File: config.mk
export PLATFORM = sky130hd
export DESIGN_NAME = irq_aggr_top
export DESIGN_NICKNAME = d
export VERILOG_FILES = /design/src/rtl/irq_aggr_pkg.sv /design/src/rtl/irq_aggr_decode.sv /design/src/rtl/irq_aggr_status.sv /design/src/rtl/irq_aggr_cfg_reg.sv /design/src/rtl/irq_aggr_line.sv /design/src/rtl/irq_aggr_top.sv
export SDC_FILE = /design/constraint.sdc
export NUM_CORES = 1
export LEC_CHECK = 0
export CORE_ASPECT_RATIO = 1.75
export CORE_MARGIN = 2
export CORE_UTILIZATION = 31
export CTS_BUF_LIST = sky130_fd_sc_hd__clkbuf_2
export CTS_CLUSTER_DIAMETER = 30
export DETAILED_ROUTE_END_ITERATION = 6
export GPL_ROUTABILITY_DRIVEN = 1
export GPL_TIMING_DRIVEN = 0
export PLACE_DENSITY = 0.78
export SLEW_MARGIN = 15
export SYNTH_ARGS = -nofsm -noshare
export SYNTH_HDL_FRONTEND = slang
export SYNTH_SLANG_ARGS = --single-unit
File: constraint.sdc
create_clock -name clk -period 1.7 [get_ports clk]
set_clock_uncertainty 0.2 [all_clocks]
set_input_delay 0.34 -clock clk [delete_from_list [all_inputs] [get_ports clk]]
set_output_delay 0.34 -clock clk [all_outputs]
set_load 0.005 [all_outputs]
File: src/rtl/irq_aggr_pkg.sv
package irq_aggr_pkg;

    // Width of the stored status / per-source enable field (highest source bit + 1).
    localparam int STAT_W = 9;

    // Source bit positions; software decodes these, so they are fixed.
    localparam int B_TX_EMPTY     = 2;
    localparam int B_TX_UNDERRUN  = 3;
    localparam int B_RX_FULL      = 4;
    localparam int B_RX_OVERRUN   = 5;
    localparam int B_TX_HALF      = 6;
    localparam int B_RX_NONEMPTY  = 8;

    typedef enum logic [1:0] {
        SEL_NONE = 2'd0,
        SEL_GIE  = 2'd1,
        SEL_ISR  = 2'd2,
        SEL_IER  = 2'd3
    } reg_sel_e;

    typedef struct packed {
        logic xfer_done;
        logic rx_overrun;
        logic tx_half_empty;
        logic tx_underrun;
    } pulse_evt_t;

    typedef struct packed {
        logic rx_nonempty;
        logic rx_full;
    } level_evt_t;

    function automatic logic [STAT_W-1:0] impl_mask();
        logic [STAT_W-1:0] m;
        m = '0;
        m[B_TX_EMPTY]    = 1'b1;
        m[B_TX_UNDERRUN] = 1'b1;
        m[B_RX_FULL]     = 1'b1;
        m[B_RX_OVERRUN]  = 1'b1;
        m[B_TX_HALF]     = 1'b1;
        m[B_RX_NONEMPTY] = 1'b1;
        return m;
    endfunction

    function automatic logic [STAT_W-1:0] set_vector(pulse_evt_t p, level_evt_t l);
        logic [STAT_W-1:0] s;
        s = '0;
        s[B_TX_EMPTY]    = p.xfer_done;
        s[B_RX_NONEMPTY] = p.xfer_done | l.rx_nonempty;
        s[B_RX_OVERRUN]  = p.rx_overrun;
        s[B_TX_HALF]     = p.tx_half_empty;
        s[B_TX_UNDERRUN] = p.tx_underrun;
        s[B_RX_FULL]     = l.rx_full;
        return s;
    endfunction

endpackage

File: src/rtl/irq_aggr_decode.sv
module irq_aggr_decode
    import irq_aggr_pkg::*;
#(
    parameter int ADDR_W = 8,
    parameter logic [ADDR_W-1:0] GIE_OFS = 8'h1C,
    parameter logic [ADDR_W-1:0] ISR_OFS = 8'h20,
    parameter logic [ADDR_W-1:0] IER_OFS = 8'h28
) (
    input  logic              valid,
    input  logic [ADDR_W-1:0] addr,
    output reg_sel_e          sel
);
    always_comb begin
        sel = SEL_NONE;
        if (valid) begin
            if (addr == GIE_OFS)      sel = SEL_GIE;
            else if (addr == ISR_OFS) sel = SEL_ISR;
            else if (addr == IER_OFS) sel = SEL_IER;
        end
    end
endmodule

File: src/rtl/irq_aggr_status.sv
module irq_aggr_status
    import irq_aggr_pkg::*;
(
    input  logic              clk,
    input  logic              rst,
    input  logic              toggle_en,
    input  logic [STAT_W-1:0] toggle_bits,
    input  logic [STAT_W-1:0] set_bits,
    output logic [STAT_W-1:0] status_q
);
    logic [STAT_W-1:0] flip;
    logic [STAT_W-1:0] status_d;

    always_comb begin
        flip     = toggle_en ? (toggle_bits & impl_mask()) : '0;
        // Hardware sets are applied after the toggle, so a set always wins.
        status_d = ((status_q ^ flip) | set_bits) & impl_mask();
    end

    always_ff @(posedge clk) begin
        if (rst) status_q <= '0;
        else     status_q <= status_d;
    end
endmodule

File: src/rtl/irq_aggr_cfg_reg.sv
module irq_aggr_cfg_reg #(
    parameter int W = 1,
    parameter logic [W-1:0] KEEP = '1
) (
    input  logic         clk,
    input  logic         rst,
    input  logic         load,
    input  logic [W-1:0] d,
    output logic [W-1:0] q
);
    always_ff @(posedge clk) begin
        if (rst)       q <= '0;
        else if (load) q <= d & KEEP;
    end
endmodule

File: src/rtl/irq_aggr_line.sv
module irq_aggr_line
    import irq_aggr_pkg::*;
(
    input  logic              clk,
    input  logic              rst,
    input  logic [STAT_W-1:0] status,
    input  logic [STAT_W-1:0] enables,
    input  logic              master_en,
    output logic              irq_q
);
    logic pending;

    always_comb pending = (|(status & enables)) & master_en;

    always_ff @(posedge clk) begin
        if (rst) irq_q <= 1'b0;
        else     irq_q <= pending;
    end
endmodule

File: src/rtl/irq_aggr_top.sv
module irq_aggr_top
    import irq_aggr_pkg::*;
#(
    parameter int ADDR_W = 8,
    parameter int DATA_W = 32,
    parameter logic [ADDR_W-1:0] GIE_OFS = 8'h1C,
    parameter logic [ADDR_W-1:0] ISR_OFS = 8'h20,
    parameter logic [ADDR_W-1:0] IER_OFS = 8'h28
) (
    input  logic              clk,
    input  logic              rst,
    input  logic              wr_en,
    input  logic [ADDR_W-1:0] wr_addr,
    input  logic [DATA_W-1:0] wr_data,
    input  logic [ADDR_W-1:0] rd_addr,
    output logic [DATA_W-1:0] rd_data,
    input  logic              ev_xfer_done,
    input  logic              ev_rx_overrun,
    input  logic              ev_tx_half_empty,
    input  logic              ev_tx_underrun,
    input  logic              lvl_rx_nonempty,
    input  logic              lvl_rx_full,
    output logic              irq_o
);
    localparam int GIE_BIT = DATA_W - 1;
    localparam int PAD_W   = DATA_W - STAT_W;

    reg_sel_e          wr_sel;
    reg_sel_e          rd_sel;
    pulse_evt_t        pulses;
    level_evt_t        levels;
    logic [STAT_W-1:0] hw_set;
    logic [STAT_W-1:0] isr_q;
    logic [STAT_W-1:0] ier_q;
    logic              gie_q;
    logic              st_wr;

    irq_aggr_decode #(
        .ADDR_W(ADDR_W), .GIE_OFS(GIE_OFS), .ISR_OFS(ISR_OFS), .IER_OFS(IER_OFS)
    ) u_wr_dec (
        .valid (wr_en),
        .addr  (wr_addr),
        .sel   (wr_sel)
    );

    irq_aggr_decode #(
        .ADDR_W(ADDR_W), .GIE_OFS(GIE_OFS), .ISR_OFS(ISR_OFS), .IER_OFS(IER_OFS)
    ) u_rd_dec (
        .valid (1'b1),
        .addr  (rd_addr),
        .sel   (rd_sel)
    );

    always_comb begin
        pulses = '{xfer_done:     ev_xfer_done,
                   rx_overrun:    ev_rx_overrun,
                   tx_half_empty: ev_tx_half_empty,
                   tx_underrun:   ev_tx_underrun};
        levels = '{rx_nonempty: lvl_rx_nonempty,
                   rx_full:     lvl_rx_full};
        hw_set = set_vector(pulses, levels);
        st_wr  = (wr_sel == SEL_ISR);
    end

    irq_aggr_status u_status (
        .clk         (clk),
        .rst         (rst),
        .toggle_en   (st_wr),
        .toggle_bits (wr_data[STAT_W-1:0]),
        .set_bits    (hw_set),
        .status_q    (isr_q)
    );

    irq_aggr_cfg_reg #(.W(STAT_W), .KEEP(impl_mask())) u_ier (
        .clk  (clk),
        .rst  (rst),
        .load (wr_sel == SEL_IER),
        .d    (wr_data[STAT_W-1:0]),
        .q    (ier_q)
    );

    irq_aggr_cfg_reg #(.W(1), .KEEP(1'b1)) u_gie (
        .clk  (clk),
        .rst  (rst),
        .load (wr_sel == SEL_GIE),
        .d    (wr_data[GIE_BIT]),
        .q    (gie_q)
    );

    irq_aggr_line u_line (
        .clk       (clk),
        .rst       (rst),
        .status    (isr_q),
        .enables   (ier_q),
        .master_en (gie_q),
        .irq_q     (irq_o)
    );

    always_comb begin
        unique case (rd_sel)
            SEL_GIE: rd_data = {gie_q, {(DATA_W-1){1'b0}}};
            SEL_ISR: rd_data = {{PAD_W{1'b0}}, isr_q};
            SEL_IER: rd_data = {{PAD_W{1'b0}}, ier_q};
            default: rd_data = '0;
        endcase
    end
endmodule

**After elaboration in Yosys (flattened, before gate mapping)**

Cells that the tools add are included.
W data, S select, Z words.

- Equality and inequality tests: 12
- Muxes and demuxes: 9
- Bitwise gates (word level): 5
- Reductions and logical operators: 1

Operators with widths:

| operator | count |
|---|---|
| $pmux W32 S3 | 1 |
| $eq A8 B6 Y1 const B | 4 |
| $eq A8 B5 Y1 const B | 2 |
| $mux W2 | 7 |
| $and A9 B9 Y9 | 1 |
| $mux W9 | 1 |
| $or A9 B9 Y9 | 1 |
| $reduce_or A9 Y1 | 1 |
| $xor A9 B9 Y9 | 1 |
| $eq A2 B2 Y1 const B | 4 |
| $eq A2 B1 Y1 const B | 2 |
| $and A1 B1 Y1 | 1 |
| $or A1 B1 Y1 | 1 |

- Bits in registers: 17
- Input bits: 57
- Word-level logic and storage cells: 32

**Longest topological paths before layout**

Gate-level depths: netlist of run 1.

- Depth after elaboration: 9
- Depth in mapped cells: 5
- Mapped depth without buffers: 3

**By module**

Synthesis of run 1 repeated with hierarchy kept, for this count alone.

- Cell total of the unflattened synthesis: 124
- Area, all modules: 1088.5 µm²

Modules (own cells, without submodules):

| module | times used | cells an instance | area each (µm²) | sequential area each (µm²) |
|---|---|---|---|---|
| irq_aggr_top | 1 | 48 | 365.4 | 0.0 |
| irq_aggr_status | 1 | 29 | 295.3 | 120.1 |
| irq_aggr_cfg_reg (u_ier) | 1 | 23 | 240.2 | 120.1 |
| irq_aggr_decode | 2 | 7 | 40.0 | 0.0 |
| irq_aggr_line | 1 | 7 | 73.8 | 20.0 |
| irq_aggr_cfg_reg (u_gie) | 1 | 3 | 33.8 | 20.0 |

**Worst setup path after synthesis of run 1**

Ideal clock, no wire load.

- Path type: input to register
- Start: input port wr_addr[1]
- End: register u_status.status_q[2]
- Library setup time: 0.079 ns
- Arrival: 1.477 ns
- Required time: 1.421 ns
- Path slack: -0.056 ns
- Stages: 5
- Buffers on the path: 2
- Cells stage by stage: or4_4 buf_6 or2_0 buf_6 a211oi_2

- Word-level cells in the longest chain between the ends: 9
- Elaborated cells on any way between the ends: 11
- Classes of those cells: eq/ne (4); mux (5); bitwise (2)

RTL lines:

| item | line | RTL |
|---|---|---|
| start, declared | irq_aggr_top.sv:13 | `input logic [ADDR_W-1:0] wr_addr,` |
| $eq A8 B6 Y1 | irq_aggr_decode.sv:18 | `else if (addr == IER_OFS) sel = SEL_IER;` |
| $mux W2 | irq_aggr_decode.sv:18 |  |
| $mux W2 | irq_aggr_decode.sv:17 | `else if (addr == ISR_OFS) sel = SEL_ISR;` |
| $mux W2 (*) | irq_aggr_decode.sv:16 | `if (addr == GIE_OFS) sel = SEL_GIE;` |
| $mux W2 (*) | irq_aggr_decode.sv:15 | `if (valid) begin` |
| $eq A2 B2 Y1 (*) | irq_aggr_top.sv:62 | `st_wr = (wr_sel == SEL_ISR);` |
| $mux W9 (*) | irq_aggr_status.sv:15 | `flip = toggle_en ? (toggle_bits & impl_mask()) : '0;` |
| $xor A9 B9 Y9 (*) | irq_aggr_status.sv:17 | `status_d = ((status_q ^ flip) \| set_bits) & impl_mask();` |
| $or A9 B9 Y9 (*) | irq_aggr_status.sv:17 |  |
| end signal, assigned | irq_aggr_status.sv:22 | `else status_q <= status_d;` |
| end, declared | irq_aggr_status.sv:9 | `output logic [STAT_W-1:0] status_q` |

Mark *: on every way between the ends. The rest lies on a longest branch, timed or not.
A chain may end at the register's enable or synchronous reset.

**Final worst setup path of run 1**

- Start: input port rd_addr[6]
- End: output port rd_data[5]

- Word-level cells in the longest chain between the ends: 6
- Elaborated cells on any way between the ends: 10
- Classes of those cells: eq/ne (6); mux (4)

RTL lines:

| item | line | RTL |
|---|---|---|
| start, declared | irq_aggr_top.sv:15 | `input logic [ADDR_W-1:0] rd_addr,` |
| $eq A8 B6 Y1 | irq_aggr_decode.sv:18 |  |
| $mux W2 | irq_aggr_decode.sv:18 |  |
| $mux W2 | irq_aggr_decode.sv:17 |  |
| $mux W2 (*) | irq_aggr_decode.sv:16 |  |
| $eq A2 B2 Y1 or $eq A2 B1 Y1 (tied branches) | irq_aggr_top.sv:100 | `unique case (rd_sel)` |
| $pmux W32 S3 (*) | irq_aggr_top.sv:100 |  |
| end, declared | irq_aggr_top.sv:16 | `output logic [DATA_W-1:0] rd_data,` |

Marks and branches as above.

==> reports/results.ini, run 1 <==
[power_and_ir_drop]
switchingPower_uw = 208
ir_drop_v = 0.000208
p_per_area_mw_per_mm2 = 417
power_leakage_nw = 0.755
power_frac_clock = 0.214
internal-power_uw = 520
comb_power_share = 0.305
switching_share = 0.286
seqPwrFrac = 0.482

[yosys]
postSynthCellCount = 135
synth_cell_types = 27
avgSynthCellArea_sq_um = 8.65
syn_area_sq_mm = 0.00117
yosys_warnings = 0
synth-seq-cells = 14
ys_seq_area_frac = 0.240

[critical_path]
crit_path_start_kind = primary input
crit_chain = buf_8 -> nor4_4 -> nand3_1 -> buf_6 -> nor2_1 -> buf_2
cp_data_required_time_ns = 1.16
rr_startpoint = u_status.status_q[8]
cpPeakStageDelay_ns = 0.28
startpoint = rd_addr[6]
path_class = primary input to primary output
critPathMaxFanout = 6
critPathCaptureType = primary output
crit_path_top_delay_cell = nor4_4
crit_arrival_ns = 1.19

[global_route]
grt_pass1_wl_mm = 4.12
grt_pass1_vias = 990
antenna_found_initial = 0
grt-ovfl-total = 0
grt_max_degree = 11
gr-usage-all-layers = 0.126

[drt]
drt-initial-drc-count = 16
avgViaCountPerCell = 4.57
wl_per_cell_um = 11.0
wl_mm = 2.73
vias = 1134
firstDrtPassIters = 4
remaining_drc_errors = 0
drtAntennaViolNets = 0

[floorplanning]
coreArea_sq_mm = 0.00363
io_pins = 90
initial_core_util = 0.322
placementRows = 29
die_height_um = 85.2
dieArea_sq_mm = 0.00429
dieWidth_um = 50.4

[clocking]
cts_root_buffer = clkbuf_2
cts-hold-fix-buffers = 0
cts.sinks = 14
cts_buffers = 3
cts_tree = yes
clockBufferDepth = 2
clk_latency_ns = 0.28
cts_max_level = 1
path_clk_slew_ns = 0.13

[finish]
nFillCells = 364
nNetsFinal = 261
utilization = 0.481
final_cell_mix = buf_4, conb_1, clkdlybuf4s50_1, nand2b_1, dfxtp_1
layout_commonest_cell = buf_4
syn_to_final_growth_pct = 49.4
drive_above_1_share = 0.327
antenna_cells = 0

[min_path]
worst_hold_path_type = register to register
hp-start = u_gie.q

[sta]
rsz0062_at_grt = true
slew_violations = 0
fin_crit_sh = 1.02
final_hold_viol_count = 0
hold_slack_ns = 0.289
setup_tns_ns = -0.128
fin_crit_ns = 1.73
setup_ws_ns = -0.0311
max_freq_ghz = 0.578
finalSetupViolCount = 6

[placement]
hpwl_mm = 2.19
gp_congestion = 0.749
portBuffers = 37
post-place-ws_ns = -0.944

[job]
cap_violations = 0

[run_status]
status = finished, violations left
violations = negative setup slack

## synth_stat cells, drive strengths merged
cell type  instances  area share
buf               28        0.19
dfxtp             14        0.24
nand2b            14       0.075
mux2i             13        0.11
nor2              13       0.042
nor4               8       0.043
a211o              6       0.045
a211oi             6       0.064
nor3               6       0.026
nand3b             5       0.032
clkbuf             4       0.013
a22oi              3       0.019
and3               2       0.011
a31oi              1      0.0054
and4b              1      0.0086
and4bb             1       0.011
conb               1      0.0032
inv                1      0.0032
nand3              1      0.0043
nand4              1      0.0054
nor2b              1      0.0054
nor3b              1      0.0064
or2                1      0.0054
or4                1      0.0096
or4b               1       0.012
or4bb              1      0.0096
## state kept, by name, summed over array words and instances (netlist names)
register           flops
u_line.irq_q           1
u_status.status_q      6
u_ier.q                6
u_gie.q                1
## routing by layer
metal	track usage	wire length [um]	vias up
li1	-	-	574
met1	0.111	945	506
met2	0.248	1530	52
met3	0.0194	212	2
met4	0.0811	47	0
met5	0	0	-
## worst max-delay path: cells and delay by family
kind          cells  cell delay (ns)
simple gates      3             0.48
buf+inv           3             0.37
## cells by family after synthesis
family,after synthesis,share of synthesized area
flops,14,0.240
compound gates,16,0.134
mux,13,0.111
simple gates,58,0.305
buf+inv,33,0.206
other cells,1,0.00321
## metrics by stage
step	instance area [sq um]	cells	total power, mW
floorplan	1260	159	0.484
global placement	1690	242	0.573
detailed placement	1690	242	0.577
CTS	1710	248	0.724
global route	1740	248	0.764
finish	1740	248	0.728
## power groups by stage
| stage | combinational (mW) | clock (mW) | sequential (mW) |
|---|---|---|---|
| 2_1_floorplan | 0.129 | 0 | 0.354 |
| 3_3_place_gp | 0.216 | 0 | 0.357 |
| 3_5_place_dp | 0.220 | 0 | 0.358 |
| 4_1_cts | 0.217 | 0.157 | 0.350 |
| 5_1_grt | 0.241 | 0.170 | 0.353 |
| 6_report | 0.222 | 0.156 | 0.350 |
## worst paths after layout
path,cells past startpoint,slack [ns],endpoint
setup reg to reg,3,0.30,u_status.status_q[8]
hold / removal,2,0.29,u_line.irq_q
setup / recovery,6,-0.03,rd_data[5]
hold reg to reg,2,0.29,u_line.irq_q
## area by class of cell
| cell class | count | area (sq um) | area share |
|---|---|---|---|
| multi-input cells | 112 | 800 | 0.458 |
| repair buffers | 42 | 365 | 0.209 |
| flip-flops and latches | 14 | 280 | 0.161 |
| plain buffers | 30 | 223 | 0.128 |
| well taps | 46 | 57.6 | 0.0330 |
| clock buffers | 3 | 15.0 | 0.00861 |
| inverters | 1 | 3.75 | 0.00215 |
## repair_timing
action                                  in CTS  in global routing
pin swaps                                   14                  9
buffers inserted                             4                  0
cloned                                       1                  0
resized for setup                           67                 11
endpoints found under the setup margin      19                 11
(Power assumes the default switching activity.)
==> run 2, diff against run 1 <==
Settings changed: SETUP_SLACK_MARGIN set to 0.4.
==> reports/results.ini, run 2 (synthesized netlist as in run 1, its figures left out) <==
[run_status]
status = finished, violations left  ; unchanged
violations = negative setup slack  ; unchanged

[min_path]
hp-start = wr_addr[4]  ; was u_gie.q
worst_hold_path_type = primary input to register  ; was register to register

[clocking]
cts_tree = yes  ; unchanged
clockBufferDepth = 2  ; unchanged
clk_latency_ns = 0.30  ; was 0.28 ns
cts.sinks = 14  ; unchanged
path_clk_slew_ns = 0.13  ; about the same
cts_root_buffer = clkbuf_2  ; unchanged
cts-hold-fix-buffers = 0  ; unchanged
cts_max_level = 1  ; unchanged
cts_buffers = 3  ; unchanged

[drt]
wl_mm = 2.85  ; was 2.73 mm
remaining_drc_errors = 0  ; unchanged
firstDrtPassIters = 4  ; unchanged
wl_per_cell_um = 11.2  ; was 11.0 um
vias = 1151  ; was 1134
drt-initial-drc-count = 12  ; was 16
drtAntennaViolNets = 0  ; unchanged
avgViaCountPerCell = 4.51  ; was 4.57

[floorplanning]
io_pins = 90  ; unchanged
die_height_um = 85.2  ; unchanged
coreArea_sq_mm = 0.00363  ; unchanged
initial_core_util = 0.322  ; unchanged
dieWidth_um = 50.4  ; unchanged
dieArea_sq_mm = 0.00429  ; unchanged
placementRows = 29  ; unchanged

[power_and_ir_drop]
internal-power_uw = 526  ; was 520 uW
switching_share = 0.302  ; was 0.286
p_total_uw = 753  ; was 728 uW
comb_power_share = 0.311  ; was 0.305
ir_drop_v = 0.000228  ; was 0.000208 V
power_frac_clock = 0.223  ; was 0.214
seqPwrFrac = 0.466  ; was 0.482
switchingPower_uw = 227  ; was 208 uW
p_per_area_mw_per_mm2 = 399  ; was 417 mW/mm^2
power_leakage_nw = 0.833  ; was 0.755 nW

[sta]
fin_crit_sh = 1.07  ; was 1.02
finalSetupViolCount = 6  ; unchanged
slew_violations = 0  ; unchanged
final_hold_viol_count = 0  ; unchanged
max_freq_ghz = 0.551  ; was 0.578 GHz
rsz0062_at_grt = true  ; unchanged
fin_crit_ns = 1.82  ; was 1.73 ns
setup_ws_ns = -0.115  ; was -0.0311 ns

[finish]
nNetsFinal = 267  ; was 261
utilization = 0.520  ; was 0.481
nFillCells = 350  ; was 364
drive_above_1_share = 0.411  ; was 0.327
reg.largest.list = u_ier.q x6, u_status.status_q x6  ; unchanged
antenna_cells = 0  ; unchanged
final_cell_mix = buf_4, conb_1, nand2b_1, buf_2  ; was buf_4, conb_1, clkdlybuf4s50_1, nand2b_1, dfxtp_1
syn_to_final_growth_pct = 61.7  ; was 49.4%
layout.cells.non_filler = 255  ; was 248
layout_commonest_cell = buf_4  ; unchanged

[critical_path]
cp_data_required_time_ns = 1.16  ; about the same
rr_startpoint = u_status.status_q[8]  ; unchanged
startpoint = rd_addr[6]  ; unchanged
path_class = primary input to primary output  ; unchanged
critPathMaxFanout = 5  ; was 6
critPathCaptureType = primary output  ; unchanged
crit_path_start_kind = primary input  ; unchanged
crit_arrival_ns = 1.28  ; was 1.19 ns

[global_route]
gr-usage-all-layers = 0.140  ; was 0.126
antenna_found_initial = 0  ; unchanged
grt_pass1_vias = 1100  ; was 990
grt-ovfl-total = 0  ; unchanged
grt_max_degree = 11  ; unchanged
grt_pass1_wl_mm = 4.66  ; was 4.12 mm

[job]
cap_violations = 0  ; unchanged

[placement]
numPlacedInstances = 242  ; unchanged
post-place-ws_ns = -0.841  ; was -0.944 ns
portBuffers = 37  ; unchanged
hpwl_mm = 2.23  ; was 2.19 mm
gp_congestion = 0.774  ; was 0.749

run 2: changes by cell type in the layout (fill, tap and decap cells not counted), sizes merged:
| cell | delta |
|---|---|
| buf | +12 |
| clkdlybuf4s50 | -5 |
| clkbuf | +2 |
| clkdlybuf4s15 | -2 |
| clkinv | +1 |
| dlygate4sd2 | -1 |
run 2: timing repair:
| action | 4_1_cts | 5_1_grt |
|---|---|---|
| cloned | 1 | 0 |
| gates resized for setup | 98 | 14 |
| pin swaps | 14 | 15 |
| endpoints found under the setup margin | 21 | 15 |
| setup buffers | 8 | 0 |
run 2: final timing paths:
path | slack, ns | endpoint | depth (start not counted)
worst max register to register | 0.26 | u_status.status_q[8] | 3
worst min-delay path | 0.17 | u_gie.q | 3
worst min register to register | 0.27 | u_line.irq_q | 2
worst max-delay path | -0.12 | rd_data[2] | 6
run 2: final cells by class:
cell class                 instances  area (sq um)  share of cell area
buffer                            32           269               0.142
timing repair buffer              46           380               0.201
inverter                           1          3.75             0.00199
clock buffer                       3          15.0             0.00795
tap                               46          57.6              0.0305
multi-input combinational        112           875               0.463
sequential                        14           284               0.150
clock inverter                     1          3.75             0.00199
run 2: critical path: stages:
cell	delay, ns
buf_6	0.09
nor4_4	0.33
nand3_4	0.17
buf_6	0.17
nor2_2	0.06
buf_2	0.11
run 2: power by group through the flow:
stage | Combinational (mW) | Clock [mW] | Sequential (mW)
3_3_place_gp | 0.227 | 0 | 0.357
2_1_floorplan | 0.137 | 0 | 0.354
6_report | 0.234 | 0.168 | 0.351
5_1_grt | 0.254 | 0.182 | 0.354
3_5_place_dp | 0.229 | 0 | 0.357
4_1_cts | 0.226 | 0.170 | 0.351
run 2: metal layers:
metal,GRT usage,vias to the layer above,part of all wire
met5,0,-,0
met2,0.272,56,0.56
met4,0.0737,0,0.024
met1,0.131,502,0.33
met3,0.0264,5,0.079
li1,-,588,-
run 2: per-stage QoR:
stage	cell area [sq um]	TNS, ns	hold slack [ns]
floorplan	1320	-0.337	0.246
global placement	1750	-9.29	0.276
detailed placement	1750	-9.64	0.278
CTS	1830	-0.674	0.181
global route	1890	-1.10	0.218
finish	1890	-0.633	0.174
==> run 3, diff against run 2 <==
Settings changed: CORE_ASPECT_RATIO 1.75 to unset, SKIP_LAST_GASP set to 1.
==> reports/results.ini, run 3 (synthesized netlist as in run 1, its figures left out) <==
[job]
cap_violations = 0  ; unchanged

[global_route]
antenna_found_initial = 0  ; unchanged
gr-usage-all-layers = 0.142  ; was 0.140
grt_pass1_wl_mm = 4.88  ; was 4.66 mm
grt-ovfl-total = 0  ; unchanged
grt_max_degree = 11  ; unchanged
grt_pass1_vias = 1197  ; was 1100

[drt]
wl_met3_um = 228  ; was 224 um
firstDrtPassIters = 4  ; unchanged
wl_per_cell_um = 10.8  ; was 11.2 um
drtAntennaViolNets = 0  ; unchanged
wl_met1_mm = 1.06  ; was 947 um
drt-initial-drc-count = 14  ; was 12
vias = 1149  ; was 1151
route.met2.wl_mm = 1.50  ; was 1.61 mm
wl_mm = 2.80  ; was 2.85 mm
top_layer = met4  ; unchanged
remaining_drc_errors = 0  ; unchanged
avgViaCountPerCell = 4.42  ; was 4.51

[floorplanning]
io_pins = 90  ; unchanged
initial_core_util = 0.321  ; was 0.322
placementRows = 22  ; was 29
dieArea_sq_mm = 0.00427  ; was 0.00429 sq mm
coreArea_sq_mm = 0.00363  ; about the same
dieWidth_um = 65.4  ; was 50.4 um
die_height_um = 65.4  ; was 85.2 um

[critical_path]
crit_path_start_kind = primary input  ; unchanged
startpoint = rd_addr[6]  ; unchanged
path_class = primary input to primary output  ; unchanged
critPathCaptureType = primary output  ; unchanged
critPathMaxFanout = 4  ; was 5
crit_arrival_ns = 1.36  ; was 1.28 ns
cpPeakStageDelay_ns = 0.33  ; about the same
rr_startpoint = u_status.status_q[8]  ; unchanged
cp_data_required_time_ns = 1.16  ; about the same
crit_top_cell = buf_6  ; unchanged
crit_chain = buf_6 -> nor4_4 -> nand3_4 -> buf_12 -> buf_6 -> nor2_4 -> buf_2  ; was buf_6 -> nor4_4 -> nand3_4 -> buf_6 -> nor2_2 -> buf_2
crit_path_top_delay_cell = nor4_4  ; unchanged

[power_and_ir_drop]
p_per_area_mw_per_mm2 = 395  ; was 399 mW/mm^2
comb_power_share = 0.313  ; was 0.311
switchingPower_uw = 225  ; was 227 uW
power_leakage_nw = 0.850  ; was 0.833 nW
power_frac_clock = 0.219  ; was 0.223
internal-power_uw = 526  ; about the same
ir_drop_v = 0.000263  ; was 0.000228 V
seqPwrFrac = 0.468  ; was 0.466
switching_share = 0.300  ; was 0.302

[placement]
portBuffers = 37  ; unchanged
numPlacedInstances = 244  ; was 242
gp_congestion = 0.745  ; was 0.774
hpwl_mm = 2.09  ; was 2.23 mm
post-place-ws_ns = -0.829  ; was -0.841 ns

[clocking]
cts_max_level = 1  ; unchanged
cts.sinks = 14  ; unchanged
cts_root_buffer = clkbuf_2  ; unchanged
cts_tree = yes  ; unchanged
clockBufferDepth = 2  ; unchanged
cts_buffers = 3  ; unchanged
path_clk_slew_ns = 0.14  ; was 0.13 ns
clk_latency_ns = 0.28  ; was 0.30 ns

[sta]
final_hold_viol_count = 0  ; unchanged
rsz0062_at_grt = true  ; unchanged
fin_crit_sh = 1.12  ; was 1.07
fin_crit_ns = 1.90  ; was 1.82 ns
max_freq_ghz = 0.527  ; was 0.551 GHz
setup_ws_ns = -0.197  ; was -0.115 ns
slew_violations = 0  ; unchanged
finalSetupViolCount = 6  ; unchanged

[min_path]
hp-start = wr_addr[4]  ; unchanged
worst_hold_path_type = primary input to register  ; unchanged

[finish]
antenna_cells = 0  ; unchanged
reg.largest.list = u_ier.q x6, u_status.status_q x6  ; unchanged
drive_above_1_share = 0.425  ; was 0.411
layout.cells.non_filler = 260  ; was 255
nNetsFinal = 270  ; was 267
final_cell_mix = buf_4, conb_1, nand2b_1, buf_2  ; unchanged
syn_to_final_growth_pct = 63.1  ; was 61.7%
layout_commonest_cell = buf_4  ; unchanged

[run_status]
violations = negative setup slack  ; unchanged
status = finished, violations left  ; unchanged

## run 3: power by group through the flow
| stage | clock network [mW] | logic [mW] | registers, mW |
|---|---|---|---|
| 6_report | 0.165 | 0.235 | 0.352 |
| 5_1_grt | 0.181 | 0.256 | 0.354 |
| 4_1_cts | 0.165 | 0.226 | 0.351 |
| 3_5_place_dp | 0 | 0.229 | 0.358 |
| 3_3_place_gp | 0 | 0.226 | 0.358 |
| 2_1_floorplan | 0 | 0.137 | 0.354 |
## run 3: cell type report
type                    count  area [sq um]
well taps                  48          60.1
flip-flops and latches     14           282
fillers                   347          1730
clock inverters             1          3.75
clock buffers               3          15.0
inverters                   1          3.75
repair buffers             49           407
plain buffers              32           269
multi-input cells         112           865
## run 3: final timing paths
| kind | end | slack [ns] | depth (start not counted) |
|---|---|---|---|
| setup / recovery | rd_data[2] | -0.20 | 7 |
| hold / removal | u_gie.q | 0.18 | 3 |
| setup reg to reg | u_status.status_q[8] | 0.23 | 3 |
| hold reg to reg | u_ier.q[4] | 0.30 | 2 |
## run 3: timing repair
action / CTS / global route
hold buffers: 0 / 0
endpoints found under the setup margin: 21 / 19
pin swaps: 15 / 18
cloned: 1 / 0
gates resized for setup: 93 / 18
buffers inserted: 10 / 1
## run 3: metrics by stage
step | TNS, ns | cell area (sq um) | util | hold WS (ns) | total power, mW
after global placement | -9.16 | 1750 | 0.483 | 0.274 | 0.584
after CTS | -1.04 | 1850 | 0.510 | 0.176 | 0.742
final | -0.874 | 1900 | 0.524 | 0.178 | 0.751
after global routing | -1.22 | 1900 | 0.524 | 0.166 | 0.791
after floorplan | -0.337 | 1320 | - | 0.246 | 0.491
after detailed placement | -9.49 | 1750 | 0.483 | 0.281 | 0.587
## run 3: critical path, delay by kind of cell
| kind | cells | cell delay [ns] |
|---|---|---|
| AND/OR/NAND/NOR | 3 | 0.54 |
| buffers and inverters | 4 | 0.47 |
## run 3: layer usage
metal  GRT usage  vias up
met1       0.151      515
li1            -      594
met2       0.268       38
met3      0.0479        2
met5           0        -
met4      0.0339        0
